File: src/rtl/efi_pkg.sv
package efi_pkg;
    localparam int LANE_W         = 4;
    localparam int LANES          = 18;
    localparam int CW_W           = LANES * LANE_W;
    localparam int PTR_W          = 5;
    localparam int PAT_W          = 16;
    localparam int REG_W          = 32;
    localparam int CTL_W          = 8;
    localparam int BEATS_PER_HALF = PAT_W / LANE_W;
    localparam int BEAT_W         = $clog2(2 * BEATS_PER_HALF);
    localparam int NIB_W          = $clog2(BEATS_PER_HALF);

    // mask register 0 field positions
    localparam int M0_AMATCH  = 31;
    localparam int M0_HALF_LO = 28;
    localparam int M0_EN      = 27;
    localparam int M0_PAT_LO  = 10;
    localparam int M0_PTRB_LO = 5;
    localparam int M0_PTRA_LO = 0;

    localparam logic [3:0] START_NOW  = 4'b1011;
    localparam logic [3:0] STOP_NEVER = 4'b1011;

    typedef enum logic [1:0] {
        A_MASK0 = 2'd0,
        A_PATB  = 2'd1,
        A_CTRL  = 2'd2,
        A_NONE  = 2'd3
    } reg_addr_e;

    typedef struct packed {
        logic [1:0]       half;
        logic [PTR_W-1:0] ptr_a;
        logic [PTR_W-1:0] ptr_b;
        logic [PAT_W-1:0] pat_a;
        logic [PAT_W-1:0] pat_b;
        logic             cont;
    } inj_cfg_t;
endpackage

File: src/rtl/efi_regs.sv
module efi_regs
    import efi_pkg::*;
(
    input  logic             clk,
    input  logic             rst_n,
    input  logic             wr_en,
    input  logic [1:0]       wr_addr,
    input  logic [REG_W-1:0] wr_data,
    output logic             arm_pulse,
    output logic             dis_pulse,
    output logic             new_ok,
    output inj_cfg_t         new_cfg
);
    typedef struct packed {
        logic             en;
        logic [PAT_W-1:0] pat_b;
        logic [CTL_W-1:0] ctl;
    } regs_t;

    regs_t r_d, r_q;
    logic  m0_wr;
    logic  unused_bits;

    assign unused_bits = ^{wr_data[30], wr_data[26]};
    assign m0_wr       = wr_en && (wr_addr == A_MASK0);

    always_comb begin
        r_d = r_q;
        if (m0_wr)
            r_d.en = wr_data[M0_EN];
        if (wr_en && (wr_addr == A_PATB))
            r_d.pat_b = wr_data[PAT_W-1:0];
        if (wr_en && (wr_addr == A_CTRL))
            r_d.ctl = wr_data[CTL_W-1:0];
    end

    always_ff @(posedge clk) begin
        if (!rst_n) r_q <= '0;
        else        r_q <= r_d;
    end

    always_comb begin
        arm_pulse     = m0_wr && wr_data[M0_EN] && !r_q.en;
        dis_pulse     = m0_wr && !wr_data[M0_EN];
        new_cfg.half  = wr_data[M0_HALF_LO +: 2];
        new_cfg.ptr_a = wr_data[M0_PTRA_LO +: PTR_W];
        new_cfg.ptr_b = wr_data[M0_PTRB_LO +: PTR_W];
        new_cfg.pat_a = wr_data[M0_PAT_LO +: PAT_W];
        new_cfg.pat_b = r_q.pat_b;
        new_cfg.cont  = (r_q.ctl[7:4] == STOP_NEVER);
        new_ok        = (r_q.ctl[3:0] == START_NOW) && (|wr_data[M0_HALF_LO +: 2])
                        && !wr_data[M0_AMATCH];
    end


    bad_addr_chk: assert property (@(posedge clk) disable iff (!rst_n)
        (wr_en && wr_addr == A_NONE) |=> $stable(r_q));


    arm_holds_en_chk: assert property (@(posedge clk) disable iff (!rst_n)
        arm_pulse |=> r_q.en);
endmodule

File: src/rtl/efi_seq.sv
module efi_seq
    import efi_pkg::*;
(
    input  logic             clk,
    input  logic             rst_n,
    input  logic             in_valid,
    input  logic             in_first,
    input  logic             arm_pulse,
    input  logic             dis_pulse,
    input  logic             new_ok,
    input  inj_cfg_t         new_cfg,
    output logic             inj_now,
    output logic [NIB_W-1:0] nib,
    output inj_cfg_t         cfg
);
    localparam logic [BEAT_W-1:0] LAST_BEAT = BEAT_W'(2 * BEATS_PER_HALF - 1);

    typedef struct packed {
        logic              armed;
        logic              line;
        logic [BEAT_W-1:0] beat;
        inj_cfg_t          cfg;
    } seq_t;

    seq_t              s_d, s_q;
    logic [BEAT_W-1:0] cur_beat;
    logic              cur_line;

    always_comb begin
        s_d      = s_q;
        cur_beat = in_first ? '0 : s_q.beat;
        cur_line = in_first ? s_q.armed : s_q.line;
        if (in_valid) begin
            s_d.beat = BEAT_W'(cur_beat + 1'b1);
            s_d.line = cur_line;
            if (cur_beat == LAST_BEAT && cur_line && !s_q.cfg.cont)
                s_d.armed = 1'b0;
        end
        if (arm_pulse) begin
            s_d.cfg   = new_cfg;
            s_d.armed = new_ok;
        end else if (dis_pulse) begin
            s_d.armed = 1'b0;
            s_d.line  = 1'b0;
        end
    end

    always_ff @(posedge clk) begin
        if (!rst_n) s_q <= '0;
        else        s_q <= s_d;
    end

    assign inj_now = in_valid && cur_line && s_q.cfg.half[cur_beat[BEAT_W-1]];
    assign nib     = cur_beat[NIB_W-1:0];
    assign cfg     = s_q.cfg;


    oneshot_disarm_chk: assert property (@(posedge clk) disable iff (!rst_n)
        (in_valid && cur_line && cur_beat == LAST_BEAT && !s_q.cfg.cont && !arm_pulse)
        |=> !s_q.armed);


    cfg_hold_chk: assert property (@(posedge clk) disable iff (!rst_n)
        !arm_pulse |=> $stable(s_q.cfg));


    arm_source_chk: assert property (@(posedge clk) disable iff (!rst_n)
        $rose(s_q.armed) |-> $past(arm_pulse));
endmodule

File: src/rtl/efi_lane_xor.sv
module efi_lane_xor
    import efi_pkg::*;
(
    input  inj_cfg_t         cfg,
    input  logic [NIB_W-1:0] nib,
    output logic [CW_W-1:0]  xor_vec
);
    logic [LANE_W-1:0] nib_a, nib_b;

    assign nib_a = cfg.pat_a[nib*LANE_W +: LANE_W];
    assign nib_b = cfg.pat_b[nib*LANE_W +: LANE_W];

    for (genvar l = 0; l < LANES; l++) begin : g_lane
        assign xor_vec[l*LANE_W +: LANE_W] =
            ((cfg.ptr_a == PTR_W'(l)) ? nib_a : '0) ^
            ((cfg.ptr_b == PTR_W'(l)) ? nib_b : '0);
    end
endmodule

File: src/rtl/efi_chan.sv
module efi_chan
    import efi_pkg::*;
(
    input  logic             clk,
    input  logic             rst_n,
    input  logic             wr_en,
    input  logic [1:0]       wr_addr,
    input  logic [REG_W-1:0] wr_data,
    input  logic             in_valid,
    input  logic             in_first,
    input  logic [CW_W-1:0]  data_in,
    output logic [CW_W-1:0]  data_out
);
    logic             arm_pulse, dis_pulse, new_ok, inj_now;
    inj_cfg_t         new_cfg, cfg;
    logic [NIB_W-1:0] nib;
    logic [CW_W-1:0]  xv;

    efi_regs u_regs (
        .clk(clk), .rst_n(rst_n), .wr_en(wr_en), .wr_addr(wr_addr), .wr_data(wr_data),
        .arm_pulse(arm_pulse), .dis_pulse(dis_pulse), .new_ok(new_ok), .new_cfg(new_cfg)
    );

    efi_seq u_seq (
        .clk(clk), .rst_n(rst_n), .in_valid(in_valid), .in_first(in_first),
        .arm_pulse(arm_pulse), .dis_pulse(dis_pulse), .new_ok(new_ok), .new_cfg(new_cfg),
        .inj_now(inj_now), .nib(nib), .cfg(cfg)
    );

    efi_lane_xor u_xor (.cfg(cfg), .nib(nib), .xor_vec(xv));

    assign data_out = data_in ^ (inj_now ? xv : '0);


    passthru_chk: assert property (@(posedge clk) disable iff (!rst_n)
        !inj_now |-> data_out == data_in);
endmodule

File: src/rtl/ecc_fault_inject.sv
module ecc_fault_inject
    import efi_pkg::*;
#(
    parameter  int NCH = 2,
    localparam int CHW = (NCH > 1) ? $clog2(NCH) : 1
) (
    input  logic                clk,
    input  logic                rst_n,
    input  logic                reg_wr,
    input  logic [CHW-1:0]      reg_chan,
    input  logic [1:0]          reg_addr,
    input  logic [REG_W-1:0]    reg_wdata,
    input  logic [NCH-1:0]      beat_valid,
    input  logic [NCH-1:0]      beat_first,
    input  logic [NCH*CW_W-1:0] wdata_in,
    output logic [NCH*CW_W-1:0] wdata_out
);
    for (genvar c = 0; c < NCH; c++) begin : g_chan
        logic wr_here;
        assign wr_here = reg_wr && (reg_chan == CHW'(c));

        efi_chan u_chan (
            .clk(clk), .rst_n(rst_n),
            .wr_en(wr_here), .wr_addr(reg_addr), .wr_data(reg_wdata),
            .in_valid(beat_valid[c]), .in_first(beat_first[c]),
            .data_in(wdata_in[c*CW_W +: CW_W]),
            .data_out(wdata_out[c*CW_W +: CW_W])
        );
    end
endmodule

File: config.mk
export PLATFORM = sky130hd
export DESIGN_NAME = ecc_fault_inject
export DESIGN_NICKNAME = d
export VERILOG_FILES = /design/src/rtl/efi_pkg.sv /design/src/rtl/efi_regs.sv /design/src/rtl/efi_seq.sv /design/src/rtl/efi_lane_xor.sv /design/src/rtl/efi_chan.sv /design/src/rtl/ecc_fault_inject.sv
export SDC_FILE = /design/constraint.sdc
export NUM_CORES = 1
export LEC_CHECK = 0
export BUFFER_PORTS_ARGS = -buffer_cell sky130_fd_sc_hd__buf_2
export CELL_PAD_IN_SITES_DETAIL_PLACEMENT = 1
export CELL_PAD_IN_SITES_GLOBAL_PLACEMENT = 2
export CORE_ASPECT_RATIO = 1.5
export CORE_MARGIN = 4
export CORE_UTILIZATION = 34
export CTS_CLUSTER_DIAMETER = 30
export DETAILED_ROUTE_END_ITERATION = 8
export GPL_TIMING_DRIVEN = 0
export PLACE_DENSITY_LB_ADDON = 0.1
export SLEW_MARGIN = 25
export SYNTH_ARGS = -nofsm -noshare
export SYNTH_HDL_FRONTEND = slang
export SYNTH_HIERARCHICAL = 1
export SYNTH_SLANG_ARGS = --single-unit
File: constraint.sdc
create_clock -name clk -period 6.87 [get_ports clk]
set_input_delay 1.374 -clock clk [delete_from_list [all_inputs] [get_ports clk]]
set_output_delay 1.374 -clock clk [all_outputs]
set_load 0.05 [all_outputs]
==> metrics.txt, run 1 <==
outcome=finished clean; Synthesized Nets=1840; first-pass GRT wire length=~70 mm; worst path arrival time=around 3.8 ns; 1st-pass router iterations=5; post-synthesis area per instance=approximately 8.2 sq um; Leak=about 6.3 nW; post-DR vias/cell=around 4.8; Reg2Reg Setup Slack=about 5.4 ns; routed len/inst=~18 microns; Hold WS=about 0.46 ns; Max Fclk=0.195 GHz; number of antenna diodes=0; Core Region=39300 sq um; initial antenna violation count=0; Worst Skew=0.00602 ns; hold path startpoint=g_chan[1].u_chan/u_regs/r_q[5]; layout filler cell count=4887; TNS Setup=0 ns; GRT overflow=0; Slew @ Worst Pin=between 1 and 1.5 ns; Post-route DRC=0; FF-to-FF End=g_chan[1].u_chan/u_seq/cfg[12]; Required @ worst endpoint=between 5 and 6 ns; HPWL Detailed=36.9 mm; clock slew at reported path FFs=roughly 0.060 ns; DR iter-0 viols=approximately 460; die area=43100 sq um; share of layout cells above drive strength 1=0.324; Inserted Clock Buffers=17; hold endpoint=g_chan[1].u_chan/u_regs/r_q[5]; CP max FO=10; HP Class=flop to flop; Total Wirelength=between 40 and 50 mm; pwr/cell area=~140 nW/um^2; hold_buf cts=0; max-slew violations=0; vias in the first global route=between 10000 and 15000; root buffer cell=clkbuf_16; Final nets=between 2000 and 2500; most common cell after layout, fill and taps aside=buf_2; CP Capture Type=output pin; r2r startpoint=g_chan[1].u_chan/u_regs/r_q[24]; clk sinks=150; postcts setup bufs=0; num ports=between 300 and 400; yosys warns=6; post-synthesis cell count=1650; final worst setup slack=~1.7 ns; fin crit share=0.746; Resize count post-CTS=0; placer's final routability congestion estimate=slightly above 0.8; Clock Latency Late Sink=approximately 0.43 ns; peak supply drop=a little under 200 uV; critical path launch point type=primary input; Die Ht=around 250 microns; CTS tree=done; post-route ant nets=0; H-tree depth=4; maximum number of pins on one net before global-route repair=17; max-cap violation count=0; PortBufs=between 300 and 400; Area growth syn-to-layout=20.3%; pre-CTS WS=1.74 ns; CTS Buffer Depth=2; worst hold stages=2; R2R cell count=6; Worst Setup Path Type=primary input to output pin; commonest cells after routing, fill and taps aside=buf_2 (344), nand3_1 (272), nand2_1 (232); crit path time final=5.13 ns; routed vias=11900; Worst slew margin=0.275; row count=between 80 and 90; Initial Util=0.344; Setup-failing EPs final=0; RSZ-0062 raised after global routing=no; GRT Util Overall=0.207; Netlist Area Pre-Place=roughly 14000 sq um; DIE WIDTH=about 170 microns; Final Hold Violating Endpoints=0
## worst max-delay path, stage by stage
cell and delay, ns:
buf_2 0.13, nor2b_1 0.23, buf_6 0.22, mux4_2 0.57, buf_6 0.18, buf_6 0.16, nand3_1 0.10, xor2_1 0.26
nand2_1 0.11, xnor2_1 0.13, buf_2 0.28
## worst max-delay path by stage
| stage | from | to | slack (ns) | depth (start not counted) |
|---|---|---|---|---|
| final | beat_first[0] | wdata_out[11] | 1.74 | 11 |
| after global placement | beat_first[0] | wdata_out[18] | 1.73 | 11 |
| after CTS | beat_first[0] | wdata_out[18] | 1.73 | 11 |
| after floorplan | beat_first[1] | wdata_out[106] | 1.84 | 9 |
| after global routing | beat_first[0] | wdata_out[11] | 1.58 | 11 |
| after detailed placement | beat_first[0] | wdata_out[18] | 1.74 | 11 |
## stage by stage
step | cell area [sq um] | power, mW | std cells | util
2_1_floorplan | 13500 | 1.23 | 1650 | -
3_3_place_gp | 15700 | 1.38 | 2464 | 0.400
3_5_place_dp | 15700 | 1.38 | 2464 | 0.400
4_1_cts | 16300 | 2.28 | 2496 | 0.414
5_1_grt | 16300 | 2.34 | 2496 | 0.414
6_report | 16300 | 2.24 | 2496 | 0.414
## cell type report
cell class | count | area [sq um] | share of cell area
Tap cell | 500 | 626 | 0.0384
Inverter | 2 | 7.51 | 0.000461
Clock inverter | 12 | 105 | 0.00646
Timing Repair Buffer | 314 | 1570 | 0.0966
Buffer | 318 | 2380 | 0.147
Sequential cell | 150 | 3000 | 0.185
Multi-Input combinational cell | 1180 | 8130 | 0.499
Clock buffer | 20 | 447 | 0.0275
## layer usage
metal | global-route usage | wire [microns]
met1 | 0.235 | 18300
met2 | 0.404 | 25000
met3 | 0.0261 | 2110
met5 | 0 | 0
met4 | 0.0480 | 712
## state kept, by name, indices dropped and copies added (netlist names)
signal / flops
g_chan.u_chan/u_seq/cfg: 90
g_chan.u_chan/u_regs/new_cfg: 32
g_chan.u_chan/u_regs/r_q: 18
g_chan.u_chan/u_seq/s_q: 10
## power breakdown
| part | switching [mW] | internal, mW |
|---|---|---|
| logic | 0.303 | 0.167 |
| clock network | 0.380 | 0.506 |
| registers | 0.00619 | 0.882 |
| total | 0.689 | 1.55 |
Note: power is estimated with default switching activity, not from simulation.
==> run 2: changes to the inputs <==
--- a/config.mk
+++ b/config.mk
@@ -10,7 +10,7 @@
 export CELL_PAD_IN_SITES_GLOBAL_PLACEMENT = 2
 export CORE_ASPECT_RATIO = 1.5
 export CORE_MARGIN = 4
-export CORE_UTILIZATION = 34
+export CORE_UTILIZATION = 32
 export CTS_CLUSTER_DIAMETER = 30
 export DETAILED_ROUTE_END_ITERATION = 8
 export GPL_TIMING_DRIVEN = 0
==> constraint.sdc (replaced) <==
create_clock -name clk -period 4.8 [get_ports clk]
set_input_delay 0.96 -clock clk [delete_from_list [all_inputs] [get_ports clk]]
set_output_delay 0.96 -clock clk [all_outputs]
set_load 0.05 [all_outputs]
==> run 2 against run 1 <==
  * Die area up 6.0%
  * Clock power up 72%
  * Worst setup slack worse by 1.3 ns
  * Via count down 1.1%
  * Non-clock buffer count unchanged
  * Wire length up 2.2%
  * Worst hold slack worse by 0.0023 ns
  * Largest cell class unchanged
  * Sequential cell count unchanged
  * Combinational power up 43%
==> metrics.txt, run 2 (synthesized netlist as in run 1, its figures left out) <==
Largest register FFs=90 (unchanged); Clock Latency Late Sink=0.43 ns (about the same); Area growth syn-to-layout=21.8%; Final nets=2173 (unchanged); placer's final routability congestion estimate=0.780 (-3.9%); commonest cells after routing, fill and taps aside=buf_2 (344), nand3_1 (272), nand2_1 (232); Worst Setup Path Type=primary input to output pin; postcts setup bufs=0 (unchanged); pwr/cell area=210 nW/um^2 (+52%); most common cell after layout, fill and taps aside=buf_2; Critical Path Stages=11 (unchanged); Reg2Reg Setup Slack=3.39 ns (-2.04 ns); HP Class=flop to flop; die area=45700 sq um (+6.0%); post-DR vias/cell=4.60 (-3.6%); fin crit share=0.904; TNS Setup=0 ns (unchanged); post-route ant nets=0 (unchanged); HPWL Detailed=37.5 mm (+1.6%); CTS tree=done; routed len/inst=18.4 microns (-0.34%); GRT overflow=0 (unchanged); Max Fclk=0.230 GHz; GRT Util Overall=0.201 (-0.00591); DR iter-0 viols=358 (-21%); R2R cell count=6 (unchanged); crit-path leading delay family=buffers and inverters; Initial Util=0.323 (-0.0213); initial antenna violation count=1 (+1); Total Wirelength=47.2 mm (+2.2%); fin area=16500 sq um (+1.2%); r2r startpoint=g_chan[1].u_chan/u_regs/r_q[24]; num ports=330 (unchanged); RSZ-0062 raised after global routing=no; Leak=6.38 nW (+1.0%); peak supply drop=312 uV (+60%); Resize count post-CTS=0 (unchanged); clock slew at reported path FFs=0.06 ns (about the same); row count=92 (+3.4%); clk sinks=150 (unchanged); Setup-failing EPs final=0 (unchanged); max-cap violation count=0 (unchanged); first-pass GRT wire length=71.8 mm (+2.8%); Worst Skew=0.00504 ns (-0.000976 ns); Worst slew margin=0.289 (+0.0140); Post-route DRC=0 (unchanged); pre-CTS WS=0.349 ns (-1.39 ns); worst hold stages=2 (unchanged); share of layout cells above drive strength 1=0.325 (+0.00116); Die Ht=260 microns (+3.0%); CP peak stage delay=0.57 ns (about the same); 1st-pass router iterations=4 (-1); vias in the first global route=12600 (+0.98%); root buffer cell=clkbuf_16; critical-path cell list=buf_2 > nor2b_1 > buf_6 > mux4_2 > buf_6 > buf_8 > nand3b_1 > xor2_1 > nand2_1 > xnor2_1 > buf_2; DP Area=15800 sq um (+0.51%); CP max FO=10 (unchanged); critical path launch point type=primary input; crit path to=wdata_out[64]; crit path time final=4.34 ns; hold_buf cts=0 (unchanged); DIE WIDTH=176 microns (+2.9%); max-slew violations=0 (unchanged); Slew @ Worst Pin=1.06 ns (-0.0210 ns); H-tree depth=4 (unchanged); WP buf/inv=5 (unchanged); FF-to-FF End=g_chan[1].u_chan/u_seq/cfg[9]; worst path arrival time=3.38 ns (-0.37 ns); routed vias=11800 (-1.1%); Inserted Clock Buffers=17 (unchanged); CTS Buffer Depth=2 (unchanged); outcome=finished clean; Slowest-stage cell, CP=mux4_2; final worst setup slack=0.461 ns (-1.28 ns); maximum number of pins on one net before global-route repair=17 (unchanged); Final Hold Violating Endpoints=0 (unchanged); Required @ worst endpoint=3.84 ns (-1.66 ns); Core Region=41900 sq um (+6.6%); critical path startpoint=beat_first[0]; PortBufs=314 (unchanged); CP Capture Type=output pin
==> run 2: tightest hold or removal path: cells and delay by family (launching register included) <==
kind	cells	cell delay [ns]
DFF	1	0.31
and+or+nand+nor	1	0.05
muxes	1	0.05
==> run 2: layout make-up <==
cell class | count | area [sq um]
fill | 5231 | 25400
multi-input combinational | 1180 | 8140
sequential | 150 | 3000
buffer | 318 | 2380
timing repair buffer | 314 | 1570
tap | 564 | 706
clock buffer | 18 | 429
clock inverter | 13 | 230
inverter | 2 | 7.51
antenna | 1 | 2.50
==> run 2: per-stage QoR <==
step / hold slack [ns] / util / instances / power (mW)
after floorplan: 0.433 / - / 1650 / 1.76
after global placement: 0.442 / 0.377 / 2528 / 1.97
after detailed placement: 0.452 / 0.377 / 2528 / 1.98
after CTS: 0.460 / 0.393 / 2559 / 3.52
after global routing: 0.483 / 0.393 / 2560 / 3.61
final: 0.459 / 0.393 / 2560 / 3.46
==> run 2: routing by layer <==
layer | global-route usage | vias up | routed length, microns
met4 | 0.0423 | 0 | 538
met5 | 0 | - | 0
met3 | 0.0285 | 29 | 1930
met2 | 0.392 | 265 | 25500
li1 | - | 5901 | -
met1 | 0.230 | 5578 | 19200
==> run 2: worst min path at each step <==
stage	end	from	slack (ns)
CTS	g_chan[0].u_chan/u_regs/r_q[5]	g_chan[0].u_chan/u_regs/r_q[5]	0.46
floorplan	g_chan[0].u_chan/u_regs/r_q[2]	g_chan[0].u_chan/u_regs/r_q[2]	0.43
detailed placement	g_chan[0].u_chan/u_regs/r_q[5]	g_chan[0].u_chan/u_regs/r_q[5]	0.45
global placement	g_chan[0].u_chan/u_regs/r_q[2]	g_chan[0].u_chan/u_regs/r_q[2]	0.44
global route	g_chan[0].u_chan/u_regs/new_cfg[9]	g_chan[0].u_chan/u_regs/new_cfg[9]	0.48
finish	g_chan[0].u_chan/u_regs/r_q[5]	g_chan[0].u_chan/u_regs/r_q[5]	0.46
==> run 2: where the power goes <==
| group | leakage, nW | internal, mW | switching (mW) |
|---|---|---|---|
| combinational | 4.86 | 0.239 | 0.434 |
| sequential | 1.21 | 1.26 | 0.00910 |
| clock | 0.312 | 0.971 | 0.545 |
==> run 3: changes to the inputs <==
--- a/config.mk
+++ b/config.mk
@@ -11,6 +11,7 @@
 export CORE_ASPECT_RATIO = 1.5
 export CORE_MARGIN = 4
 export CORE_UTILIZATION = 32
+export CTS_BUF_LIST = sky130_fd_sc_hd__clkbuf_8 sky130_fd_sc_hd__clkbuf_16
 export CTS_CLUSTER_DIAMETER = 30
 export DETAILED_ROUTE_END_ITERATION = 8
 export GPL_TIMING_DRIVEN = 0
==> constraint.sdc (replaced) <==
create_clock -name clk -period 4.8 [get_ports clk]
set_input_delay 0.96 -clock clk [delete_from_list [all_inputs] [get_ports clk]]
set_output_delay 0.96 -clock clk [all_outputs]
set_load 0.005 [all_outputs]
==> run 3 against run 2 <==
  * Sequential cell count stayed put
  * First-iteration DRC count increased by 0.28%
  * Critical path depth did not move
  * Register-to-register slack is essentially flat
  * Combinational power down 33%
  * Total power shrank 6.4%
  * Critical endpoint unchanged
==> metrics.txt, run 3 (synthesized netlist as in run 1, its figures left out) <==
outcome=finished clean; DIE WIDTH=176 microns (unchanged); Total Wirelength=47.2 mm (about the same); HP Class=flop to flop; Largest register FFs=90 (unchanged); critical path startpoint=beat_first[0]; Initial Util=0.323 (unchanged); GRT overflow=0 (unchanged); Setup-failing EPs final=0 (unchanged); first-pass GRT wire length=71.8 mm (unchanged); HPWL Detailed=37.5 mm (unchanged); Switching Share=0.238 (-0.0478); NetSw=0.770 mW (-22%); peak supply drop=312 uV (about the same); Core Region=41900 sq um (unchanged); routed vias=11800 (+0.0085%); Flop pwr share=0.393 (+0.026); initial antenna violation count=1 (unchanged); max-slew violations=0 (unchanged); PortBufs=314 (unchanged); Worst slew margin=0.289 (unchanged); Core Util, Final=0.393 (unchanged); Final Hold Violating Endpoints=0 (unchanged); post-route ant nets=0 (unchanged); DR iter-0 viols=359 (+0.28%); most common cell after layout, fill and taps aside=buf_2; DP Area=15800 sq um (unchanged); worst path arrival time=3.23 ns (-0.15 ns); Die Ht=260 microns (unchanged); Max Fclk=0.239 GHz (+3.6%); num ports=330 (unchanged); hold_buf cts=0 (unchanged); post-DR vias/cell=4.60 (about the same); hold path startpoint=g_chan[0].u_chan/u_regs/r_q[5]; CTS tree=done; Clock Latency Late Sink=0.43 ns (about the same); Resize count post-CTS=0 (unchanged); critical path launch point type=primary input; combinational group share of total power=0.140 (-0.054); Post-route DRC=0 (unchanged); Slew @ Worst Pin=1.06 ns (unchanged); GRT Util Overall=0.201 (unchanged); clock share of power=0.468 (+0.030); RSZ-0062 raised after global routing=no; pwr/cell area=197 nW/um^2 (-6.4%); TNS Setup=0 ns (unchanged); Required @ worst endpoint=3.84 ns (about the same); postcts setup bufs=0 (unchanged); clock slew at reported path FFs=0.06 ns (about the same); CTS Buffer Depth=2 (unchanged); root buffer cell=clkbuf_16; fin area=16500 sq um (unchanged); commonest cells after routing, fill and taps aside=buf_2 (344), nand3_1 (272), nand2_1 (232); H-tree depth=4 (unchanged); routed len/inst=18.4 microns (about the same); CP max FO=10 (unchanged); fin crit share=0.873 (-0.0315); CP Capture Type=output pin; Area growth syn-to-layout=21.8% (unchanged); Leak=6.39 nW (about the same); max-cap violation count=0 (unchanged); row count=92 (unchanged); P_int=2.47 mW (-0.17%); r2r startpoint=g_chan[1].u_chan/u_regs/r_q[24]; die area=45700 sq um (unchanged); Placed Instances=2528 (unchanged); crit path time final=4.19 ns (-0.151 ns); vias in the first global route=12600 (unchanged); maximum number of pins on one net before global-route repair=17 (unchanged); Hold WS=0.459 ns (+0.0000260 ns); Worst Setup Path Type=primary input to output pin; Inserted Clock Buffers=17 (unchanged); Worst Skew=0.00504 ns (unchanged); Post-Layout Cell Count=2560 (unchanged); 1st-pass router iterations=4 (unchanged); placer's final routability congestion estimate=0.780 (unchanged); share of layout cells above drive strength 1=0.325 (unchanged); Final nets=2173 (unchanged); clk sinks=150 (unchanged)
-- run 3: cell count changes in the layout (fill, tap and decap cells not counted) --
cell      previous run  this run
clkbuf_1            43        42
inv_1                2         3
-- run 3: worst paths after layout --
kind,slack [ns],cells past startpoint,endpoint
setup / recovery,0.61,11,wdata_out[64]
hold / removal,0.46,2,g_chan[0].u_chan/u_regs/r_q[5]
setup reg to reg,3.39,6,g_chan[1].u_chan/u_seq/cfg[9]
hold reg to reg,0.46,2,g_chan[0].u_chan/u_regs/r_q[5]
-- run 3: power groups by stage --
stage          registers [mW]  logic (mW)  clock network [mW]
5_1_grt                  1.27       0.493                1.62
3_3_place_gp             1.30       0.454                   0
2_1_floorplan            1.30       0.241                   0
6_report                 1.27       0.452                1.51
4_1_cts                  1.27       0.462                1.56
3_5_place_dp             1.30       0.461                   0
-- run 3: layout make-up --
class	instances	area, sq um
Buffer	318	2380
Sequential cell	150	3000
Inverter	2	7.51
Clock buffer	17	425
Timing Repair Buffer	314	1570
Multi-Input combinational cell	1180	8140
Antenna cell	1	2.50
Clock inverter	14	234
Tap cell	564	706
Fill cell	5231	25400
-- run 3: per-stage QoR --
step                      total power [mW]  worst slack [ns]
after floorplan                       1.54              1.27
after global placement                1.75             0.536
after detailed placement              1.76             0.500
after CTS                             3.30             0.498
after global routing                  3.38             0.429
final                                 3.24             0.612
-- run 3: per-layer routing --
layer / GRT usage / part of all wire
met3: 0.0285 / 0.041
met5: 0 / 0
met1: 0.230 / 0.41
met4: 0.0423 / 0.011
met2: 0.392 / 0.54
-- run 3: worst max-delay path: stages --
cell and delay, ns:
buf_2 0.13, nor2b_1 0.25, buf_6 0.23, mux4_2 0.57, buf_6 0.18, buf_8 0.15, nand3b_1 0.09, xor2_1 0.14
nand2_1 0.09, xnor2_1 0.25, buf_2 0.17
